==> config.mk <==
export PLATFORM = sky130hd
export DESIGN_NAME = ioStrbTop
export DESIGN_NICKNAME = d
export VERILOG_FILES = /design/src/rtl/ioStrbPkg.sv /design/src/rtl/ioStrbCfgReg.sv /design/src/rtl/ioStrbCtrl.sv /design/src/rtl/ioStrbDpath.sv /design/src/rtl/ioStrbTop.sv
export SDC_FILE = /design/constraint.sdc
export NUM_CORES = 1
export LEC_CHECK = 0
export BUFFER_PORTS_ARGS = -buffer_cell sky130_fd_sc_hd__buf_2
export CAP_MARGIN = 20
export CORE_ASPECT_RATIO = 1.25
export CORE_MARGIN = 5
export CORE_UTILIZATION = 41
export DETAILED_ROUTE_END_ITERATION = 10
export PLACE_DENSITY = 0.94
export SYNTH_ARGS = -nofsm -noshare
export SYNTH_HDL_FRONTEND = slang
export SYNTH_SLANG_ARGS = --single-unit
==> constraint.sdc <==
create_clock -name clk -period 2.7 [get_ports clk]
set_clock_uncertainty 0.1 [all_clocks]
set_input_delay 0.135 -clock clk [delete_from_list [all_inputs] [get_ports clk]]
set_output_delay 0.135 -clock clk [all_outputs]
set_load 0.01 [all_outputs]
==> src/rtl/ioStrbPkg.sv <==
package ioStrbPkg;

  // Control handed from the cycle sequencer to the datapath
  typedef struct packed {
    logic capture;    // request accepted on this edge
    logic busy;       // an I/O cycle occupies the current clock
    logic strbNorm;   // clock lies in the normal strobe window
    logic strbShort;  // clock lies in the trimmed read window
  } ctrlStrbT;

  // Control register fields, MSB first, matching the write data bits
  typedef struct packed {
    logic wide;      // bit 3: full-width address compare
    logic routeAlt;  // bit 2: prefer the alternate bus
    logic shortRd;   // bit 1: trim read strobes by one clock
    logic invert;    // bit 0: active-high strobes
  } cfgT;

endpackage

==> src/rtl/ioStrbCfgReg.sv <==
module ioStrbCfgReg
  import ioStrbPkg::*;
(
  input  logic clk,
  input  logic rstN,
  input  logic cfgWe,
  input  cfgT  cfgWdata,
  output cfgT  cfgQ
);

  always_ff @(posedge clk or negedge rstN) begin
    if (!rstN) cfgQ <= '0;
    else if (cfgWe) cfgQ <= cfgWdata;
  end

endmodule

==> src/rtl/ioStrbCtrl.sv <==
module ioStrbCtrl
  import ioStrbPkg::*;
#(
  parameter int CYC_LEN = 3
) (
  input  logic     clk,
  input  logic     rstN,
  input  logic     rdReq,
  input  logic     wrReq,
  output ctrlStrbT ctl
);

  localparam int CNT_W = $clog2(CYC_LEN + 1);
  localparam logic [CNT_W-1:0] LAST_CLK = CNT_W'(CYC_LEN);
  localparam logic [CNT_W-1:0] NORM_START = CNT_W'(CYC_LEN - 1);
  localparam logic [CNT_W-1:0] FIRST_CLK = CNT_W'(1);

  logic [CNT_W-1:0] clkNum;  // 0 = idle, otherwise position within the cycle
  logic busy;
  logic accept;

  assign busy = (clkNum != '0);
  assign accept = !busy && (rdReq || wrReq);

  always_ff @(posedge clk or negedge rstN) begin
    if (!rstN) begin
      clkNum <= '0;
    end else if (accept) begin
      clkNum <= FIRST_CLK;
    end else if (busy) begin
      clkNum <= (clkNum == LAST_CLK) ? '0 : clkNum + FIRST_CLK;
    end
  end

  always_comb begin
    ctl.capture = accept;
    ctl.busy = busy;
    ctl.strbNorm = busy && (clkNum >= NORM_START);
    ctl.strbShort = busy && (clkNum == LAST_CLK);
  end

endmodule

==> src/rtl/ioStrbDpath.sv <==
module ioStrbDpath
  import ioStrbPkg::*;
#(
  parameter int ADDR_W = 16,
  parameter int NARROW_W = 8
) (
  input  logic              clk,
  input  logic              rstN,
  input  ctrlStrbT          ctl,
  input  cfgT               cfgQ,
  input  logic [ADDR_W-1:0] ioAddr,
  input  logic              rdReq,
  input  logic [ADDR_W-1:0] cfgBase,
  input  logic [ADDR_W-1:0] cfgMask,
  input  logic              altBusEn,
  output logic              altStrobe,
  output logic              memStrobe,
  output logic              hit,
  output logic              effInv,
  output logic              effAltEn
);

  localparam logic [ADDR_W-1:0] NARROW_MASK =
    {{(ADDR_W - NARROW_W){1'b0}}, {NARROW_W{1'b1}}};

  logic [ADDR_W-1:0] widthMask;
  logic addrMatch;
  logic hitQ;
  logic isRdQ;
  logic altEnQ;
  cfgT  snapQ;
  logic active;
  logic toAlt;

  assign widthMask = cfgQ.wide ? '1 : NARROW_MASK;
  assign addrMatch = (((ioAddr ^ cfgBase) & cfgMask & widthMask) == '0);

  always_ff @(posedge clk or negedge rstN) begin
    if (!rstN) begin
      hitQ <= 1'b0;
      isRdQ <= 1'b0;
      altEnQ <= 1'b0;
      snapQ <= '0;
    end else if (ctl.capture) begin
      hitQ <= addrMatch;
      isRdQ <= rdReq;
      altEnQ <= altBusEn;
      snapQ <= cfgQ;
    end
  end

  assign hit = hitQ && ctl.busy;
  assign effInv = ctl.busy ? snapQ.invert : cfgQ.invert;
  assign effAltEn = ctl.busy ? altEnQ : altBusEn;
  assign active = hit && ((isRdQ && snapQ.shortRd) ? ctl.strbShort : ctl.strbNorm);
  assign toAlt = snapQ.routeAlt && altEnQ;

  // Active level equals the invert bit; inactive is its complement
  assign altStrobe = (active && toAlt) ? effInv : !effInv;
  assign memStrobe = (active && !toAlt) ? effInv : !effInv;

endmodule

==> src/rtl/ioStrbTop.sv <==
module ioStrbTop
  import ioStrbPkg::*;
#(
  parameter int ADDR_W = 16,
  parameter int NARROW_W = 8,
  parameter int CYC_LEN = 3
) (
  input  logic              clk,
  input  logic              rstN,
  input  logic [ADDR_W-1:0] ioAddr,
  input  logic              rdReq,
  input  logic              wrReq,
  input  logic [ADDR_W-1:0] cfgBase,
  input  logic [ADDR_W-1:0] cfgMask,
  input  logic              cfgWe,
  input  logic [3:0]        cfgWdata,
  input  logic              altBusEn,
  output logic              altStrobe,
  output logic              memStrobe,
  output logic              hit
);

  ctrlStrbT ctl;
  cfgT cfgQ;
  logic effInv;
  logic effAltEn;

  ioStrbCfgReg i_cfgReg (
    .clk(clk), .rstN(rstN), .cfgWe(cfgWe), .cfgWdata(cfgT'(cfgWdata)), .cfgQ(cfgQ)
  );

  ioStrbCtrl #(.CYC_LEN(CYC_LEN)) i_ctrl (
    .clk(clk), .rstN(rstN), .rdReq(rdReq), .wrReq(wrReq), .ctl(ctl)
  );

  ioStrbDpath #(.ADDR_W(ADDR_W), .NARROW_W(NARROW_W)) i_dpath (
    .clk(clk), .rstN(rstN), .ctl(ctl), .cfgQ(cfgQ), .ioAddr(ioAddr), .rdReq(rdReq),
    .cfgBase(cfgBase), .cfgMask(cfgMask), .altBusEn(altBusEn),
    .altStrobe(altStrobe), .memStrobe(memStrobe), .hit(hit),
    .effInv(effInv), .effAltEn(effAltEn)
  );

endmodule

# Word level (Yosys, flattened, before mapping)

Index checks and enable logic that the tools add are counted.

Input port bits: 58
Logic and storage cells: 41
Register bits after elaboration: 12
Latch bits: 0
Memories kept: 0
Memory bits (writable): 0
Bits in read-only memories: 0

$lt $le $gt $ge: 1
Mux-type cells: 8
Reductions and logical operators: 16
Multipliers: 0
Add/sub/neg operators: 1
Shift-type cells: 0
Divide/modulo/power cells: 0
Equality and inequality tests: 1
Bitwise operators: 3

Operators with widths:

| kind                                                           | number |
|---|---|
| 16-bit bitwise AND                                             | 2 |
| 16-bit logical NOT                                             | 1 |
| 16-bit 2-to-1 mux                                              | 1 |
| 16-bit XOR                                                     | 1 |
| 1-bit logical AND                                              | 9 |
| 2-bit 2-to-1 mux                                               | 3 |
| 1-bit 2-to-1 mux                                               | 4 |
| 2-bit nonzero test                                             | 2 |
| 1-bit logical NOT                                              | 3 |
| 2-bit by 1-bit adder with 2-bit output (second input constant) | 1 |
| 2-bit == test (second input constant)                          | 1 |
| 2-bit >= comparator (second input constant)                    | 1 |
| 1-bit logical OR                                               | 1 |

# Logic depth before layout (Yosys ltp)

Word-level depth: 6
Mapped depth: 6
Mapped depth without buffers: 6

# By module

From an unflattened synthesis, not the netlist that was laid out.

Cells, all modules: 81
Area total of the unflattened synthesis: 859.6 sq um

By module, submodules not included:

| module       | cells an instance | times used | area each (sq um) |
|---|---|---|---|
| ioStrbDpath  | 54                | 1          | 530.5 |
| ioStrbCtrl   | 19                | 1          | 183.9 |
| ioStrbCfgReg | 8                 | 1          | 145.1 |

# Worst setup path before layout

No wires, ideal clock.

Kind: reg-to-output
Start: register i_ctrl.clkNum[0]
End: output port memStrobe
Buffers on the path: 0
Data required time: 2.465 ns
Setup slack: 1.004 ns
Cell stages (with the launch flop): 7
Data arrival time: 1.461 ns
Cells stage by stage: dfrtp_1 inv_1 ha_1 nor2b_1 o21ai_0 a21oi_1 xor2_1

RTL lines:

| element                | line              | source |
|---|---|---|
| from (decl)            | ioStrbCtrl.sv:18  | `logic [CNT_W-1:0] clkNum;` |
| from (signal assigned) | ioStrbCtrl.sv:31  | `clkNum <= (clkNum == LAST_CLK) ? '0 : clkNum + FIRST_CLK;` |
| 2-bit nonzero test     | ioStrbCtrl.sv:22  | `assign busy = (clkNum != '0);` |
| 1-bit logical AND      | ioStrbDpath.sv:52 | `assign hit = hitQ && ctl.busy;` |
| named net hit          | ioStrbTop.sv:20   | `output logic hit` |
| 1-bit logical AND      | ioStrbDpath.sv:55 | `assign active = hit && ((isRdQ && snapQ.shortRd) ? ctl.strbShort : ctl.strbNorm);` |
| 1-bit logical AND      | ioStrbDpath.sv:60 | `assign memStrobe = (active && !toAlt) ? effInv : !effInv;` |
| 1-bit 2-to-1 mux       | ioStrbDpath.sv:60 |  |
| to (decl)              | ioStrbTop.sv:19   | `output logic memStrobe,` |

The timed path passes the listed nets, and every way through them passes these cells.

# Worst setup path in the final report

Start: register i_ctrl.clkNum[0]
End: output port memStrobe

Word-level cells in the longest chain between the ends: 6

Ends and longest elaborated chain:

| element                                     | line                               | source |
|---|---|---|
| 2-bit >= comparator (tied with other cells) | ioStrbCtrl.sv:38                   | `ctl.strbNorm = busy && (clkNum >= NORM_START);` |
| 1-bit logical AND (on tied branches)        | ioStrbCtrl.sv:38, ioStrbCtrl.sv:39 |  |
| 1-bit 2-to-1 mux                            | ioStrbDpath.sv:55                  |  |
| 1-bit logical AND                           | ioStrbDpath.sv:55                  |  |
| 1-bit logical AND                           | ioStrbDpath.sv:60                  |  |
| 1-bit 2-to-1 mux *                          | ioStrbDpath.sv:60                  |  |

Every way passes the cells marked *; elsewhere a longest branch is shown, timed or not.

==> results by group <==
Routing
  – WL final: 2110 microns
  – Met2 wire length: 1160 microns
  – Via-per-instance ratio: 4.97
  – Vias post-DR: 781
  – M1 WL: 730 microns
  – Iter 0 DRT Violations: 16
  – DRT Pass-1 Iters: 4
  – Met3 WL post-DR: 189 microns
  – Post-route ant nets: 0
  – Highest Signal Layer: met4
  – Routed len/inst: 13.4 microns
  – DRC errors left: 0

GRT
  – GRT Total Usage: 14.8%
  – Number of global-route vias before repair: 841
  – Grt total ovfl: 0
  – Initial antenna violation count: 0
  – Largest net degree at the start of global routing: 13
  – First-pass GRT wire length: 3480 microns

Setup path
  – Critical path's slowest cell: dfrtp_1
  – Buf/Inv on CP: 2
  – Setup CP Type: flip-flop to output pin
  – Req. time, crit path: 2470 ps
  – CP arrival: 1760 ps
  – Cells along the critical path: inv_1 -> ha_1 -> nor2b_1 -> o21ai_0 -> a21oi_1 -> xor2_1 -> buf_2
  – Largest fanout on the critical path: 6
  – Crit. End Element: output pin
  – CP delay by family, top: flip-flops
  – Setup crit start kind: flip-flop
  – Worst stage delay on the critical path: 390 ps

Die
  – Die width: 49.1 microns
  – Row cnt: 17
  – Core area: 1790 sq um
  – Initial Util: 43.9%
  – IO Pins: 61
  – Die Ht: 58.9 microns
  – Die ar.: 2890 sq um

Synthesis
  – Top-area cell type share of the netlist area: 38.3%
  – Post-synth ARST share: 100%
  – Commonest cells in the netlist: xor2_1 (18), dfrtp_1 (12), mux2_2 (8)
  – EDFF count, synth: 0
  – Top post-synthesis cells by area: dfrtp_1 (38%), xor2_1 (20%), mux2_2 (11%)
  – Post-Syn Instances: 72
  – Cell taking the most area after synthesis: dfrtp_1
  – Post-Syn Area: 785 sq um
  – Flops & latches, synth: 12
  – Sequential area share after synthesis: 38.3%
  – Syn_nets: 133
  – Most common cell in the netlist: xor2_1
  – Synth cell types: 20
  – Syn_area_per_cell: 10.9 sq um
  – Synth Flop Type: dfrtp_1
  – Syn. warnings: 0

Power
  – Flop pwr share: 38.5%
  – P_int: 508 uW
  – Gate power share: 43.8%
  – Switching Fraction: 33.5%
  – VDD IR max: 0.332 mV
  – Leak: 0.000636 uW
  – Psw: 256 uW
  – Clock share of power: 17.7%
  – Power per standard cell area: 656 nW/um^2

Flow run
  – Max_cap viols: 0

Clock network
  – Total clock sinks: 12
  – H-Tree Depth: 1
  – Worst-path clk slew: 70 ps
  – Cts repair resizes: 0
  – Clock latency on the worst-skew pair: 260 ps
  – CTS max path bufs: 2
  – Root buffer cell: clkbuf_4
  – Cts bufs inserted: 3
  – CTS tree: done

Layout
  – Multi-input logic area: 477 sq um
  – Nets: 200
  – Antenna cells: 0
  – Register area: 300 sq um
  – Synthesis-to-finish area growth: 48.5%
  – Fin util: 65.2%
  – Ratio of cells with drive above 1 in the final layout: 52.9%
  – Layout fillers: 142

Timing
  – Final setup viols: 0
  – Worst slew pin tran: 502 ps
  – Fin crit period: 2000 ps
  – Setup WS post-layout: 701 ps
  – Post-route clock period utilization: 74.0%
  – Rel. slew slack: 66.3%
  – FMAX: 0.500 GHz
  – Final Hold Fails: 0
  – Fin. max-slew vios: 0
  – RSZ-0062 raised after global routing: false
  – Setup_tns: 0 ps

Run status
  – Status: completed

Place
  – PortBufs: 60
  – Pre-CTS WS: 977 ps
  – Dpl hpwl: 1850 microns
  – Final GP Congestion: 0.769

Min path
  – Worst Hold Class: primary input to flip-flop
-- flip-flops by register name, indices dropped and copies added, names as in the netlist --
name	flops
i_dpath.altEnQ	1
i_ctrl.clkNum	2
i_dpath.snapQ	3
i_cfgReg.cfgQ	4
i_dpath.isRdQ	1
i_dpath.hitQ	1
-- cell usage in the layout (no fill, tap or decap), types with 2 or more instances in the layout --
cell type	Yosys	layout
a21oi_1	2	2
a22o_1	4	4
a22oi_1	2	2
and3_1	2	2
buf_2	0	60
clkbuf_4	0	3
dfrtp_1	12	12
dlygate4sd3_1	0	2
ha_1	3	3
inv_1	2	2
mux2_2	8	8
nand2_1	6	6
nor2_1	3	3
o21ai_0	2	2
xor2_1	18	18
-- cells by family after synthesis --
family / after synthesis / synth area share [%]
simple gates: 12 / 6.70
buf+inv: 2 / 0.957
flops: 12 / 38.3
xor+xnor: 18 / 20.1
fa+ha+maj: 3 / 4.79
compound gates: 16 / 16.4
mux: 9 / 12.8
-- power groups by stage --
stage	clock network [uW]	registers, uW	logic, uW
after global routing	144	302	379
after global placement	0	294	317
final	135	294	334
after detailed placement	0	298	336
after floorplan	0	283	226
after CTS	138	294	340
-- area by class of cell --
type                            count  area share [%]
Multi-Input combinational cell     58            40.9
Tap cell                           19            2.04
Sequential cell                    12            25.8
Clock buffer                        4            3.11
Timing Repair Buffer               62            27.5
Inverter                            2           0.644
-- tightest hold or removal path, stage by stage --
cell	delay, ps
buf_2	100
nand2_1	50
nand2_1	50
-- through the flow --
| stage | total power (uW) | area (sq um) | cells | hold WS (ps) |
|---|---|---|---|---|
| after global routing | 826 | 1160 | 157 | 6.81 |
| final | 764 | 1160 | 157 | 2.97 |
| after CTS | 772 | 1160 | 157 | 2.46 |
| after global placement | 611 | 1110 | 151 | -88.9 |
| after floorplan | 510 | 785 | 72 | -261 |
| after detailed placement | 634 | 1110 | 151 | -79.8 |
-- worst paths after layout --
check,startpoint,endpoint,slack (ps),depth (start not counted)
max in group asynchronous,rstN,i_dpath.snapQ[1],2110,2
worst max-delay path,i_ctrl.clkNum[0],memStrobe,700,7
worst max register to register,i_ctrl.clkNum[0],i_dpath.snapQ[1],1040,4
worst min register to register,i_dpath.hitQ,i_dpath.hitQ,400,1
min in group asynchronous,rstN,i_dpath.snapQ[0],180,2
worst min-delay path,rdReq,i_dpath.isRdQ,3,3
-- repair_timing --
action,CTS,global route
setup buffers,0,0
hold buffers,2,0
endpoints found under the hold margin,13,0
-- metal layers --
metal / track usage [%] / vias to the layer above
li1: - / 391
met1: 14.3 / 355
met2: 28.0 / 31
met3: 5.32 / 4
met4: 6.15 / 0
met5: 0 / -
Note: power is estimated with default switching activity, not from simulation.
